## src/rtl/nvbyte_ctrl.sv

```systemverilog
module nvbyte_ctrl #(
  parameter int DEPTH     = 64,
  parameter int DW        = 8,
  parameter int ERASE_CYC = 20,
  parameter int WRITE_CYC = 16,
  parameter int UNLK_WIN  = 4,
  parameter int RD_STALL  = 4,
  parameter int PG_STALL  = 2
) (
  input  logic                     clk,
  input  logic                     rst_n,
  input  logic                     reg_we,
  input  logic [1:0]               reg_sel,
  input  logic [7:0]               reg_wdata,
  output logic [$clog2(DEPTH)-1:0] addr_q,
  output logic [DW-1:0]            data_q,
  output logic [1:0]               mode_q,
  output logic                     unlock_q,
  output logic                     busy,
  output logic                     cpu_stall
);
  localparam int AW     = $clog2(DEPTH);
  localparam int TOTAL  = ERASE_CYC + WRITE_CYC;
  localparam int CW     = $clog2(TOTAL + 1);
  localparam int UW     = $clog2(UNLK_WIN + 1);
  localparam int SMAX   = (RD_STALL > PG_STALL) ? RD_STALL : PG_STALL;
  localparam int SW     = $clog2(SMAX + 1);

  logic [DW-1:0] mem [DEPTH];
  logic [CW-1:0] pcnt;
  logic [UW-1:0] ucnt;
  logic [SW-1:0] scnt;
  logic [1:0]    op_mode;

  wire [1:0] new_mode = reg_wdata[5:4];
  wire ctrl_wr = reg_we && !busy && (reg_sel == 2'd2);
  wire prog_go = ctrl_wr && reg_wdata[1] && unlock_q && (new_mode != 2'b11);
  wire rd_go   = ctrl_wr && reg_wdata[0] && !reg_wdata[1];
  wire done    = busy && (pcnt == '0);

  function automatic logic [CW-1:0] dur_of(input logic [1:0] m);
    case (m)
      2'b00:   dur_of = CW'(TOTAL - 1);
      2'b01:   dur_of = CW'(ERASE_CYC - 1);
      default: dur_of = CW'(WRITE_CYC - 1);
    endcase
  endfunction

  assign cpu_stall = (scnt != '0);

  // software registers
  always_ff @(posedge clk) begin
    if (!rst_n) begin
      addr_q <= '0;
      data_q <= '0;
      mode_q <= '0;
    end else if (reg_we && !busy) begin
      case (reg_sel)
        2'd0: addr_q <= reg_wdata[AW-1:0];
        2'd1: data_q <= reg_wdata[DW-1:0];
        2'd2: begin
          mode_q <= new_mode;
          if (rd_go) data_q <= mem[addr_q];
        end
        default: ;
      endcase
    end
  end

  // unlock window
  always_ff @(posedge clk) begin
    if (!rst_n) begin
      unlock_q <= 1'b0;
      ucnt     <= '0;
    end else if (prog_go) begin
      unlock_q <= 1'b0;
      ucnt     <= '0;
    end else if (ctrl_wr && reg_wdata[2]) begin
      unlock_q <= 1'b1;
      ucnt     <= UW'(UNLK_WIN - 1);
    end else if (unlock_q) begin
      if (ucnt == '0) unlock_q <= 1'b0;
      else            ucnt <= ucnt - 1'b1;
    end
  end

  // programming sequencer
  always_ff @(posedge clk) begin
    if (!rst_n) begin
      busy    <= 1'b0;
      pcnt    <= '0;
      op_mode <= '0;
    end else if (prog_go) begin
      busy    <= 1'b1;
      pcnt    <= dur_of(new_mode);
      op_mode <= new_mode;
    end else if (done) begin
      busy <= 1'b0;
    end else if (busy) begin
      pcnt <= pcnt - 1'b1;
    end
  end

  // array contents
  always_ff @(posedge clk) begin
    if (!rst_n) begin
      for (int i = 0; i < DEPTH; i++) mem[i] <= '1;
    end else if (done) begin
      case (op_mode)
        2'b00:   mem[addr_q] <= data_q;
        2'b01:   mem[addr_q] <= '1;
        default: mem[addr_q] <= mem[addr_q] & data_q;
      endcase
    end
  end

  // CPU stall
  always_ff @(posedge clk) begin
    if (!rst_n)       scnt <= '0;
    else if (prog_go) scnt <= SW'(PG_STALL);
    else if (rd_go)   scnt <= SW'(RD_STALL);
    else if (scnt != '0) scnt <= scnt - 1'b1;
  end

  assert_start_needs_unlock_R4: assert property (@(posedge clk) disable iff (!rst_n)
    $rose(busy) |-> $past(unlock_q));
  assert_start_clears_unlock_R4: assert property (@(posedge clk) disable iff (!rst_n)
    busy |-> !unlock_q);
  assert_busy_freezes_regs_R8: assert property (@(posedge clk) disable iff (!rst_n)
    busy |=> ($stable(addr_q) && $stable(data_q) && $stable(mode_q)));
  assert_start_stalls_R10: assert property (@(posedge clk) disable iff (!rst_n)
    $rose(busy) |-> cpu_stall);
  assert_no_reserved_start_R11: assert property (@(posedge clk) disable iff (!rst_n)
    $rose(busy) |-> (mode_q != 2'b11));
  assert_unlock_no_reload_R3: assert property (@(posedge clk) disable iff (!rst_n)
    (unlock_q && !reg_we) |=> (ucnt <= $past(ucnt)));
endmodule

```

## config.mk

```make
export PLATFORM = sky130hd
export DESIGN_NAME = nvbyte_ctrl
export DESIGN_NICKNAME = d
export VERILOG_FILES = /design/src/rtl/nvbyte_ctrl.sv
export SDC_FILE = /design/constraint.sdc
export NUM_CORES = 1
export LEC_CHECK = 0
export BUFFER_PORTS_ARGS = -buffer_cell sky130_fd_sc_hd__buf_4
export CELL_PAD_IN_SITES_DETAIL_PLACEMENT = 0
export CELL_PAD_IN_SITES_GLOBAL_PLACEMENT = 1
export CORE_MARGIN = 1.5
export CORE_UTILIZATION = 53
export DETAILED_ROUTE_END_ITERATION = 10
export PLACE_DENSITY = 0.79
export RECOVER_POWER = 100
export SLEW_MARGIN = 20
export SYNTH_ARGS = -nofsm -noshare
export SYNTH_HDL_FRONTEND = slang
export SYNTH_SLANG_ARGS = --single-unit
```

## constraint.sdc

```tcl
create_clock -name clk -period 8 [get_ports clk]
set_input_delay 2.4 -clock clk [delete_from_list [all_inputs] [get_ports clk]]
set_output_delay 2.4 -clock clk [all_outputs]
set_load 0.05 [all_outputs]
```

==> results of run 1 <==
synth_stat cells, types with 15 or more instances:
cell and instances:
a21oi_1 45, a22oi_1 60, buf_6 58, clkbuf_1 45
dfxtp_1 38, edfxtp_1 512, mux2i_1 130, mux4_2 62
nand2_1 577, nor2_1 89, nor2b_1 18, o21bai_1 57
o22a_1 15
power by group:
| part | switching, mW | total [mW] | internal [mW] |
|---|---|---|---|
| logic | 0.221 | 0.280 | 0.0585 |
| clock network | 1.13 | 2.68 | 1.56 |
| registers | 0.0219 | 3.16 | 3.14 |
| total | 1.37 | 6.12 | 4.75 |
per-layer routing:
layer  routed length (µm)  part of all wire [%]  track usage, %  vias to the layer above
met5                    0                     0               0                        -
met4                 2690                   4.1            10.6                        0
met3                 6000                   9.1            4.94                      156
met2                30700                    47            43.1                      808
met1                26500                    40            37.8                     7968
li1                     -                     -               -                     7025
state kept, by name, summed over array words and instances, names as in the netlist, named ones only:
register	cells
ucnt	3
addr_q	6
pcnt	6
scnt	3
op_mode	2
data_q	8
mode_q	2
unlock_q	1
mem	512
busy	1
through the flow:
stage	total power [mW]	worst slack, ns	area [µm²]
floorplan	3.43	3.98	25200
global placement	3.50	2.60	25500
detailed placement	3.51	2.55	25500
CTS	6.15	2.72	27400
global route	6.27	1.28	27200
finish	6.12	1.54	27200
logic make-up (layout without fill, tap and decap cells):
| logic type | Yosys count | in the layout |
|---|---|---|
| buffers and inverters | 150 | 180 |
| xor gates and xnor gates | 4 | 4 |
| muxes | 199 | 199 |
| AOI/OAI and AO/OA | 241 | 241 |
| adders and majority gates | 5 | 5 |
| and+or+nand+nor | 768 | 768 |
| DFF | 550 | 550 |
layout make-up:
type,count,area share [%]
Inverter,13,0.180
Sequential cell,550,59.4
Timing Repair Buffer,66,1.48
Clock inverter,36,1.39
Clock buffer,65,5.48
Multi-Input combinational cell,1217,29.3
Tap cell,607,2.80
worst max-delay path, stage by stage, from the launching register on:
cell and delay (ns):
dfxtp_4 0.79, buf_4 0.66, nor2b_4 0.96, a22oi_1 0.22, a21oi_1 0.45, nor4b_1 0.19, o31ai_1 0.99, clkbuf_1 1.58
nand2_1 0.20
worst max path at each step:
stage | from | cells past startpoint | end
final | flop | 8 | mem[5][5]$_SDFFCE_PN1P_
after CTS | flop | 8 | mem[5][5]$_SDFFCE_PN1P_
after floorplan | rst_n | 4 | mem[8][0]$_SDFFCE_PN1P_
after global placement | rst_n | 7 | mem[19][4]$_SDFFCE_PN1P_
after global routing | flop | 9 | mem[15][7]$_SDFFCE_PN1P_
after detailed placement | rst_n | 7 | mem[19][3]$_SDFFCE_PN1P_
==> results.md, run 1 <==
Status:
- The flow ran to the end, but the final reports show violations.
- The checks that failed: max-capacitance violations, max-slew violations.

Routing:
- The number of DRC markers after the initial detailed-route iteration is 1,897.
- Summed over all layers, the routed wires come to 65.9 mm.
- The remaining design rule violation count is 0.
- Dividing the detail-routed wire length by the instance count gives 25.8 µm.
- Once detail routing completed, the nets flagged for antenna violations numbered 0.
- Across all layers, the routed design uses 16,000 vias.
- The first-pass iteration count of the detailed router is 6.
- The detail-routed via count per cell is 6.25.

Cells and area:
- Leaving out fill and tap cells, the most frequent cell in the layout is nand2_1.
- The net count reported at finish is 1,921.
- The top cell types in the final layout, fill and taps aside, are nand2_1, edfxtp_1, mux2i_1.
- The filler cell count in the final layout is 3,726.
- The post-route non-filler standard cell count is 2,554.
- The post-route core utilization is 58.1%.
- Of the cells placed in the final design, the portion with a size suffix greater than 1 is 10.3%.
- The multi-input logic area is 7950 µm².
- Across the whole layout, storage elements account for 16,100 µm².
- The post-synthesis to final-layout area growth is 7.61%.
- The number of antenna diodes in the final layout is 0.

Critical path:
- The endpoint identified for the worst register-to-register timing path is mem[5][5]$_SDFFCE_PN1P_.
- The nature of the critical path startpoint is a flop.
- Of all nets on the critical path, the largest fanout is 42.
- The element type at the critical path end is a flop.
- The category of the most critical setup path is flop to flop.
- The arrival time of the worst setup path is 6.73 ns.
- For flop-to-flop paths, the worst setup slack is 1.54 ns.
- The data required time of the worst path is 8.27 ns.
- The number of cells traversed by the worst register-to-register path is 8.

Place:
- The weighted congestion at the end of routability-driven global placement is 0.866.
- The HPWL reported at the end of detailed placement is 43.4 mm.
- Counting tap cells, the placed design contains a total of 2,451 instances.
- The quantity of I/O buffers inserted on ports is 31.

Timing:
- The accumulated negative setup slack is 0 ns.
- After layout, the minimum clock period comes to 6.46 ns.
- Setup violations remaining at the end of the flow were counted as 0.
- The fmax is 155 MHz.
- At the pin with the least slew margin, the transition time is 2.59 ns.
- The largest clock skew in the final design is 0.0247 ns.
- The total count of hold-check failures in the final report is 0.
- Hold is met by 0.531 ns.
- The number of max-slew violations in the final report was 227.
- Setup repair after global routing left no endpoint under its margin.
- Measured against its own limit, the worst slew margin works out to -72.5%.
- The worst path uses 80.8% of the clock period.

CTS:
- The number of gates resized after CTS was 0.
- In this run, CTS created clock tree buffers numbering 55.
- The number of sinks on the clock net is 550.
- The root buffer cell chosen for the clock tree is clkbuf_16.
- The H-tree was split into 2 levels.
- Clock-pin slew was measured on the worst setup and hold paths at 0.07 ns.
- The post-cts hold buffer count is 0.
- The deepest clock path buffer count is 3.
- For the worst-skew pair, the clock arrives at the later sink with an insertion delay of 0.63 ns.
- TritonCTS built the clock tree.
- The setup fix buffers added after clock tree synthesis is 0.

Min path:
- The path class of the lowest-slack min-delay path is flop to flop.
- The worst hold path stage count is 2.
- The worst hold path terminates at mode_q[1]$_SDFFE_PN0N_.
- The beginning of the worst hold path is mode_q[1]$_SDFFE_PN0N_.

Floorplan:
- The floorplan step set the die width to 221 µm.
- The total area inside the core boundary comes to 46,800 µm².
- The total I/O pin count is 32.
- The die boundary height is 221 µm.
- The die covers 49,000 µm².
- The initialized floorplan defines 79 standard-cell rows.
- The effective utilization at floorplan is 54.0%.

Yosys:
- The main combinational cell family by area after synthesis is simple AND/OR/NAND/NOR gates.
- In this run, synthesis produced a sequential element count of 550.
- The number of synthesized flops with an enable pin is 512.
- The register area share after synthesis is 63.9%.
- The share of the synthesized netlist area taken by xor and xnor gates is 0.139%.
- Summing the areas of all fa, ha and maj instances in the mapped netlist gives 0.248% of the synthesized area.
- Of all flip-flops after synthesis, the portion carrying an async set or reset was 0%.
- The compound-cell area share of the yosys netlist is 7.23%.
- The largest total area in the synthesized netlist belongs to edfxtp_1.
- Synthesis produced a netlist with a net count of 1,935.
- The top flip-flop cell by instance count after synthesis is edfxtp_1.
- In the post-synthesis netlist, the biggest area contributors are edfxtp_1, nand2_1, mux4_2, mux2i_1, dfxtp_1.
- The cell area after synthesis is 25,200 µm².
- A synthesized cell averages 13.2 µm².
- Counting distinct cell types in the post-synthesis netlist gives 63.
- The multiplexer fraction of the synthesized cell area is 11.4%.
- The cell count after synthesis came out at 1,917.
- The proportion of netlist area held by the largest area contributor is 60.9%.
- The synthesis warning total is 0.
- Of the total synthesized cell area, the portion taken by AND, OR, NAND and NOR gates is 12.7%.

Pwr:
- Power spread over the standard cell area amounts to 225 nW/µm².
- VDD sags by at most 0.182 mV.
- The total leakage power is 6.67 nW.

Global routing:
- The total routing resource utilization after global routing is 27.3%.
- Entering global routing, the biggest net connects 94 pins.
- Summed over all layers, the global routing overflow is 0.
- The first global-routing pass estimated 99.1 mm of wire.
- The via count of the first global-routing pass is 15,800.
- The initial antenna violation count is 0.

Run:
- The max-cap violation count is 8.
(Power assumes the default switching activity.)
==> run 2: changes to the inputs <==
==> constraint.sdc (replaced) <==
create_clock -name clk -period 6.7 [get_ports clk]
set_input_delay 2.01 -clock clk [delete_from_list [all_inputs] [get_ports clk]]
set_output_delay 2.01 -clock clk [all_outputs]
set_load 0.05 [all_outputs]
==> run 2 against run 1 <==
Compared with the run above: the run still ends with max-capacitance violations, max-slew violations left; total power up 17%; critical path depth is the same; clock power increased by 14%; clock-buffer cell count is the same; cell area shrank 0.27%; critical path type unchanged.
==> results.md, run 2 (synthesized netlist as in run 1, its figures left out) <==
Routing:
- The met1 wire length is 26.5 mm.
- In the routed layout, each cell is associated on average with a via count of 6.20.
- The detailed router finished its first iteration with 1,704 violations.
- Summed over all layers, the routed wires come to 65.4 mm.
- The count of nets left with antenna violations once routing finished came out at 0.
- The vias after detailed routing is 15,800.
- The uppermost signal routing layer after detailed routing is met4.
- The total length of routed met3 wires is 5.91 mm.
- The remaining design rule violation count is 0.
- The per-cell routed wire length is 25.6 µm.
- Wire segments on met2 add up to 30.7 mm in the final route.
- The first detailed-routing pass ran for 5 iterations.

Critical path:
- STA classifies the critical path startpoint as a flop.
- The data required time of the worst path is 7.02 ns.
- The element type at the critical path end is a flop.
- The arrival time of the worst setup path is 5.77 ns.
- For the worst flop-to-flop path, the logic depth is 8.
- The maximum fanout along the worst path is 44.
- The category of the most critical setup path is flop to flop.

Status:
- The final reports fail on max-capacitance violations, max-slew violations.
- The run finished, with violations left.

Floorplan:
- The area of the die is 49,000 µm².
- The floorplan step set the die height to 221 µm.
- The total core area is 46,800 µm².
- The effective utilization at floorplan is 54.0%.
- The die width is 221 µm.
- Pin placement for this block handled 32 I/O pins.
- The initialized floorplan defines 79 standard-cell rows.

Timing:
- The number of max-slew violations in the final report is 18.
- The accumulated negative setup slack is 0 ns.
- The fmax is 184 MHz.
- The share of the cycle needed by the critical path after routing is 81.3%.
- At the pin with the least slew margin, the transition time is 1.52 ns.
- The largest clock skew in the final design is 0.0288 ns.
- The total count of hold-check failures in the final report came to 0.
- Setup repair after global routing left no endpoint under its margin.
- Measured against its own limit, the worst slew margin works out to -2.14%.
- Setup violations remaining at the end of the flow were counted as 0.
- The clock period minus final worst setup slack is 5.45 ns.
- After layout, the worst setup slack is 1.25 ns.
- On the final layout, the worst hold slack is 0.520 ns.

CTS:
- The clock latency reported for the late side of the worst-skew pair is 0.62 ns.
- The clock tree synthesis step divided the H-tree into 2 levels.
- The CTS tree is done.
- The root buffer cell chosen for the clock tree is clkbuf_16.
- Once the clock tree was built, the resizer swapped 0 gates to a different size.
- The number of hold buffers added after CTS was 0.
- Counting along the longest clock path gives a buffer depth of 3.
- The number of clock buffers inserted by TritonCTS is 54.
- The clock net in this run drives a total of 550 sinks.
- The setup fix buffers added after clock tree synthesis is 0.
- The clock transition at the register clock pins on the worst setup and hold paths after CTS is 0.06 ns.

Pwr:
- The total leakage power is 6.66 nW.
- The total design power is 7.16 mW.
- The worst supply voltage drop on vdd is 0.261 mV.
- The power density relative to cell area is 264 nW/µm².

Min path:
- The min-delay analysis places its worst path in the category flop to flop.
- The beginning of the worst hold path is mode_q[0]$_SDFFE_PN0N_.
- Along the worst hold path, the cell count comes to 2.

Global routing:
- The maximum number of pins on one net before global-route repair is 66.
- The initial antenna violation count is 0.
- For this run, the total global-route usage over all layers was measured as 27.0%.
- The total overflow reported by the global router is 0.
- The via count of the first global-routing pass is 15,600.
- The first global-routing pass estimated 97.9 mm of wire.

Cells and area:
- The antenna diode count is 0.
- The post-synthesis to final-layout area growth is 7.32%.
- Fill cells in the final layout number 3,749.
- The proportion of layout cells with a drive suffix above 1 is 10.4%.
- The most common library cell in the layout ignoring fill and taps is nand2_1.
- mem holds more flip-flops than any other register.
- The register with the most flip-flops in the layout has 512 of them.
- The net count reported at finish is 1,923.
- The post-route non-filler standard cell count is 2,552.
- In the layout the commonest cells are nand2_1, edfxtp_1, mux2i_1.
- In the final layout, the multi-input gates occupy 7980 µm².
- In the final layout, flip-flops and latches occupy 16,100 µm².
- In the final layout, the registers with the most flip-flops are mem: 512 flops, data_q: 8 flops.

Place:
- Routability-driven placement finished with a final weighted congestion of 0.881.
- The pre-CTS setup slack is 2.12 ns.
- The count of buffers added on input and output ports is 31.
- The instance count after placement with tap cells included is 2,456.
- Once detailed placement completed, the half-perimeter wirelength came to 42.7 mm.

Run:
- Across the run, the number of max-cap violations was 2.
[run 2: stage by stage]
| stage | cell area (µm²) | util [%] |
|---|---|---|
| 2_1_floorplan | 25200 | - |
| 6_report | 27100 | 58.0 |
| 3_3_place_gp | 25500 | 54.5 |
| 3_5_place_dp | 25500 | 54.5 |
| 4_1_cts | 27200 | 58.2 |
| 5_1_grt | 27100 | 58.0 |
[run 2: power breakdown]
part           total, mW  switching [mW]  internal (mW)
registers           3.77          0.0252           3.75
logic              0.333           0.263         0.0701
clock network       3.05            1.29           1.76
[run 2: path summary, 6_finish.rpt]
| check | end | slack [ns] |
|---|---|---|
| hold reg to reg | mode_q[0]$_SDFFE_PN0N_ | 0.52 |
| setup reg to reg | mem[43][1]$_SDFFCE_PN1P_ | 1.25 |
| hold / removal | mode_q[0]$_SDFFE_PN0N_ | 0.52 |
| setup / recovery | mem[43][1]$_SDFFCE_PN1P_ | 1.25 |
[run 2: critical path, stage by stage (launching register included)]
cell,delay [ns]
dfxtp_4,0.82
nor2b_1,1.07
clkbuf_1,0.79
a22oi_1,0.19
a21oi_1,0.41
nor4_1,0.23
o31ai_1,0.82
buf_4,0.56
nand2_1,0.12
[run 2: layer usage]
| layer | global-route usage (%) | vias up |
|---|---|---|
| li1 | - | 7016 |
| met1 | 37.6 | 7896 |
| met2 | 42.7 | 788 |
| met3 | 5.09 | 133 |
| met4 | 9.48 | 0 |
| met5 | 0 | - |
[run 2: cell type report]
class,count,area share [%]
inverters,13,0.180
repair buffers,69,1.57
clock buffers,65,5.22
well taps,607,2.80
clock inverters,31,1.20
flip-flops and latches,550,59.6
multi-input cells,1217,29.5
